--- config.mk ---
export PLATFORM = sky130hd
export DESIGN_NAME = twiddle_mul3
export DESIGN_NICKNAME = d
export VERILOG_FILES = /design/src/rtl/twid_pkg.sv /design/src/rtl/twid_shift_add.sv /design/src/rtl/twid_preadd.sv /design/src/rtl/twiddle_mul3.sv
export SDC_FILE = /design/constraint.sdc
export NUM_CORES = 1
export LEC_CHECK = 0
export ABC_AREA = 0
export BUFFER_PORTS_ARGS = -buffer_cell sky130_fd_sc_hd__buf_4
export CAP_MARGIN = 5
export CORE_MARGIN = 4
export CORE_UTILIZATION = 45
export DETAILED_ROUTE_END_ITERATION = 10
export GPL_TIMING_DRIVEN = 0
export PLACE_DENSITY = 0.66
export SLEW_MARGIN = 0
export SYNTH_ARGS = -nofsm -noshare
export SYNTH_HDL_FRONTEND = slang
export SYNTH_HIERARCHICAL = 1
export SYNTH_SLANG_ARGS = --single-unit
export TNS_END_PERCENT = 50
--- constraint.sdc ---
create_clock -name clk -period 5.5 [get_ports clk]
set_input_delay 0 -clock clk [delete_from_list [all_inputs] [get_ports clk]]
set_output_delay 0 -clock clk [all_outputs]
set_load 0.02 [all_outputs]
--- src/rtl/twid_pkg.sv ---
package twid_pkg;

   function automatic int iabs(input int v);
      return (v < 0) ? -v : v;
   endfunction

   function automatic int popcnt(input int unsigned v);
      int c;
      c = 0;
      for (int i = 0; i < 32; i++) c += int'(v[i]);
      return c;
   endfunction

endpackage

--- src/rtl/twid_shift_add.sv ---
module twid_shift_add #(
   parameter int          IW   = 8,
   parameter int          CW   = 7,
   parameter int unsigned CMAG = 0,
   parameter bit          NEG  = 1'b0,
   parameter int          OW   = 16
) (
   input  logic signed [IW-1:0] x,
   output logic signed [OW-1:0] p
);
   localparam logic [CW-1:0] CB  = CW'(CMAG);
   localparam int            HW  = twid_pkg::popcnt(CMAG);
   localparam bit            CPL = (2 * HW) > (CW + 2);

   if (OW < IW + CW + 1) begin : g_bad_ow
      $error("twid_shift_add: OW too small for IW+CW+1");
   end
   if (CMAG >= (1 << CW)) begin : g_bad_cmag
      $error("twid_shift_add: CMAG does not fit in CW bits");
   end

   logic signed [OW-1:0] xe;
   logic signed [OW-1:0] mag_p;

   assign xe = {{(OW-IW){x[IW-1]}}, x};

   if (CPL) begin : g_cpl
      always_comb begin
         mag_p = (xe <<< CW) - xe;
         for (int i = 0; i < CW; i++) begin
            if (!CB[i]) mag_p = mag_p - (xe <<< i);
         end
      end
   end else begin : g_direct
      always_comb begin
         mag_p = '0;
         for (int i = 0; i < CW; i++) begin
            if (CB[i]) mag_p = mag_p + (xe <<< i);
         end
      end
   end

   if (NEG) begin : g_neg
      assign p = -mag_p;
   end else begin : g_pos
      assign p = mag_p;
   end
endmodule

--- src/rtl/twid_preadd.sv ---
module twid_preadd #(
   parameter int M = 8
) (
   input  logic                clk,
   input  logic                rst_n,
   input  logic                in_vld,
   input  logic signed [M-1:0] in_re,
   input  logic signed [M-1:0] in_im,
   output logic                vld_q,
   output logic signed [M-1:0] re_q,
   output logic signed [M:0]   sum_q,
   output logic signed [M:0]   dif_q
);
   logic signed [M:0] re_x;
   logic signed [M:0] im_x;

   assign re_x = {in_re[M-1], in_re};
   assign im_x = {in_im[M-1], in_im};

   always_ff @(posedge clk or negedge rst_n) begin
      if (!rst_n) begin
         vld_q <= 1'b0;
         re_q  <= '0;
         sum_q <= '0;
         dif_q <= '0;
      end else begin
         vld_q <= in_vld;
         re_q  <= in_re;
         sum_q <= re_x + im_x;
         dif_q <= im_x - re_x;
      end
   end
endmodule

--- src/rtl/twiddle_mul3.sv ---
module twiddle_mul3 #(
   parameter int M  = 8,
   parameter int S  = 6,
   parameter int WR = 45,
   parameter int WI = 45
) (
   input  logic                  clk,
   input  logic                  rst_n,
   input  logic                  in_vld,
   input  logic signed [M-1:0]   in_re,
   input  logic signed [M-1:0]   in_im,
   output logic                  out_vld,
   output logic signed [M+S:0]   out_re,
   output logic signed [M+S:0]   out_im
);
   localparam int OW      = M + S + 1;
   localparam int PW      = M + S + 3;
   localparam int AW      = M + 1;
   localparam int WRI     = WR + WI;
   localparam int WR_MAG  = twid_pkg::iabs(WR);
   localparam int WI_MAG  = twid_pkg::iabs(WI);
   localparam int WRI_MAG = twid_pkg::iabs(WRI);
   localparam int UNITY   = 1 << S;

   if (M < 2 || S < 1) begin : g_bad_size
      $error("twiddle_mul3: M must be >= 2 and S >= 1");
   end
   if (WR_MAG > UNITY || WI_MAG > UNITY) begin : g_bad_part
      $error("twiddle_mul3: twiddle part exceeds 2^S");
   end
   if (WR_MAG + WI_MAG >= 2 * UNITY) begin : g_bad_sum
      $error("twiddle_mul3: |WR|+|WI| must stay below 2^(S+1)");
   end

   logic                vld_q;
   logic signed [M-1:0] re_q;
   logic signed [AW-1:0] sum_q;
   logic signed [AW-1:0] dif_q;

   twid_preadd #(.M(M)) u_pre (
      .clk   (clk),
      .rst_n (rst_n),
      .in_vld(in_vld),
      .in_re (in_re),
      .in_im (in_im),
      .vld_q (vld_q),
      .re_q  (re_q),
      .sum_q (sum_q),
      .dif_q (dif_q)
   );

   logic signed [PW-1:0] p_comb;
   logic signed [PW-1:0] p_im;
   logic signed [PW-1:0] p_re;

   twid_shift_add #(
      .IW(M), .CW(S+2), .CMAG(WRI_MAG), .NEG(WRI < 0), .OW(PW)
   ) u_mul_comb (
      .x(re_q),
      .p(p_comb)
   );

   twid_shift_add #(
      .IW(AW), .CW(S+1), .CMAG(WI_MAG), .NEG(WI < 0), .OW(PW)
   ) u_mul_im (
      .x(sum_q),
      .p(p_im)
   );

   twid_shift_add #(
      .IW(AW), .CW(S+1), .CMAG(WR_MAG), .NEG(WR < 0), .OW(PW)
   ) u_mul_re (
      .x(dif_q),
      .p(p_re)
   );

   logic signed [PW-1:0] re_full;
   logic signed [PW-1:0] im_full;

   always_ff @(posedge clk or negedge rst_n) begin
      if (!rst_n) begin
         out_vld <= 1'b0;
         re_full <= '0;
         im_full <= '0;
      end else begin
         out_vld <= vld_q;
         re_full <= p_comb - p_im;
         im_full <= p_comb + p_re;
      end
   end

   assign out_re = re_full[OW-1:0];
   assign out_im = im_full[OW-1:0];
endmodule

==> impl_metrics.json <==
{
  "r2r_start": "u_pre/re_q[1]",
  "track_usage": 0.180,
  "syn_avg_cell_area_um2": 9.42,
  "clock_path_buffers": 2,
  "cts-root-buf": "clkbuf_16",
  "die_y_um": 123,
  "ioPinCount": 50,
  "cts_buffers": 9,
  "viasPerCell": 5.24,
  "ant_nets": 0,
  "seq_area_um2": 1430,
  "syn-instance-count": 630,
  "nets": 842,
  "coreArea_um2": 12800,
  "antenna_found_initial": 0,
  "vias": 4583,
  "die_w_um": 123,
  "finalHoldViolations": 0,
  "worstPathArrival_ns": 5.31,
  "grt_pass1_vias": 4597,
  "period_share": 0.923,
  "drc": 0,
  "cts_tree": "built",
  "path_clk_slew_ns": 0.05,
  "status": "complete, no violations",
  "crit_path_start": "u_pre/re_q[1]",
  "hold_path_class": "primary input to register",
  "grt_pass1_wl_mm": 21.6,
  "setup_viol": 0,
  "die_area_um2": 15100,
  "slew_headroom": 0.527,
  "io_buffers": 49,
  "tightest_slew_ns": 0.710,
  "wl_mm": 12.5,
  "wl_per_cell_um": 14.3,
  "mostFrequentLayoutCell": "ha_1",
  "first_iter_violations": 268,
  "clkLatencyLatePin_ns": 0.33,
  "synth_area_um2": 5940,
  "period_minus_slack_ns": 5.07,
  "num_rows": 41,
  "fin_skew_ns": 0.00983,
  "antenna_cells": 0,
  "htreeDepth": 3,
  "syn2layout_area_growth_pct": 15.7,
  "tns_ns": 0,
  "max-cap-violations": 0,
  "finalMaxSlewViolations": 0,
  "clkSinkCount": 57,
  "n_fill_cell": 1176,
  "end_kind": "register",
  "drt_first_pass_iters": 5,
  "synth_nets": 772,
  "layout_common_cells": "ha_1 (93), inv_1 (71), buf_4 (60)",
  "startpoint_type": "register",
  "rsz0062_at_grt": "false",
  "crit_type": "register to register",
  "overflow": 0,
  "gp_congestion": 0.919,
  "min_from": "in_im[0]",
  "crit_required_ns": 5.73,
  "yosysWarningCount": 6,
  "drive_above_1_share": 0.125,
  "hpwl_mm": 10.3,
  "post-cts-setup-buffer-count": 0,
  "start_util": 0.465,
  "multi_input_area_um2": 4130,
  "cp_max_fo": 5,
  "fmax_mhz": 197,
  "grt_max_degree": 58
}
repair_timing:
action	in CTS	in global routing
resized for setup	0	1
hold endpoints to repair	68	0
hold buffers	11	0
endpoints found under the setup margin	0	2
per-layer routing:
metal / vias to the layer above / wire length, um / global-route usage
li1: 2351 / - / -
met2: 90 / 5940 / 0.299
met5: - / 0 / 0
met3: 17 / 398 / 0.0198
met4: 0 / 255 / 0.0721
met1: 2125 / 5890 / 0.241
worst paths after layout:
kind | endpoint | slack, ns | cells after the start
worst max-delay path | im_full[14] | 0.43 | 21
worst min-delay path | u_pre/dif_q[0] | 0.03 | 4
worst max register to register | im_full[14] | 0.43 | 21
worst min register to register | out_vld | 0.35 | 0
max in group asynchronous | u_pre/sum_q[2] | 4.75 | 2
min in group asynchronous | im_full[13] | 0.28 | 2
registers in the layout (all words and copies together), names as in the netlist:
register,flops
im_full,15
out_vld,1
re_full,15
u_pre/dif_q,9
u_pre/re_q,8
u_pre/sum_q,8
u_pre/vld_q,1
cell type report:
class                      count  area share
buffer                        15      0.0157
clock buffer                  13      0.0350
sequential                    57       0.208
timing repair buffer          60      0.0696
inverter                      71      0.0388
tap                          172      0.0313
clock inverter                 1    0.000728
multi-input combinational    486       0.601
critical path, cell delays in order (launching register included):
cell and delay (ns):
dfrtp_1 0.46, inv_1 0.14, fa_1 0.52, inv_1 0.05, ha_1 0.24, fa_1 0.45, a211oi_2 0.20, o21bai_1 0.12
a21oi_2 0.16, xnor2_1 0.15, ha_1 0.32, a21oi_1 0.15, nand2_1 0.06, a31oi_1 0.24, xnor2_1 0.27, ha_1 0.36
a21oi_1 0.17, nor2b_1 0.07, or4_1 0.46, o21ai_0 0.10, a21oi_1 0.09, xnor2_1 0.21
stage by stage:
stage	area (um2)	hold slack, ns	cells	util	setup slack [ns]
finish	6870	0.0306	875	0.538	0.426
global route	6870	0.0377	875	0.538	0.0596
CTS	6880	0.0202	876	0.538	0.279
detailed placement	6520	0.0944	851	0.510	0.355
global placement	6520	0.0861	851	0.510	0.401
floorplan	5940	-0.296	630	-	0.928
Power is left out: the tool's default activity adds up to more than one toggle a clock period on the data nets, which glitch-free logic cannot reach.
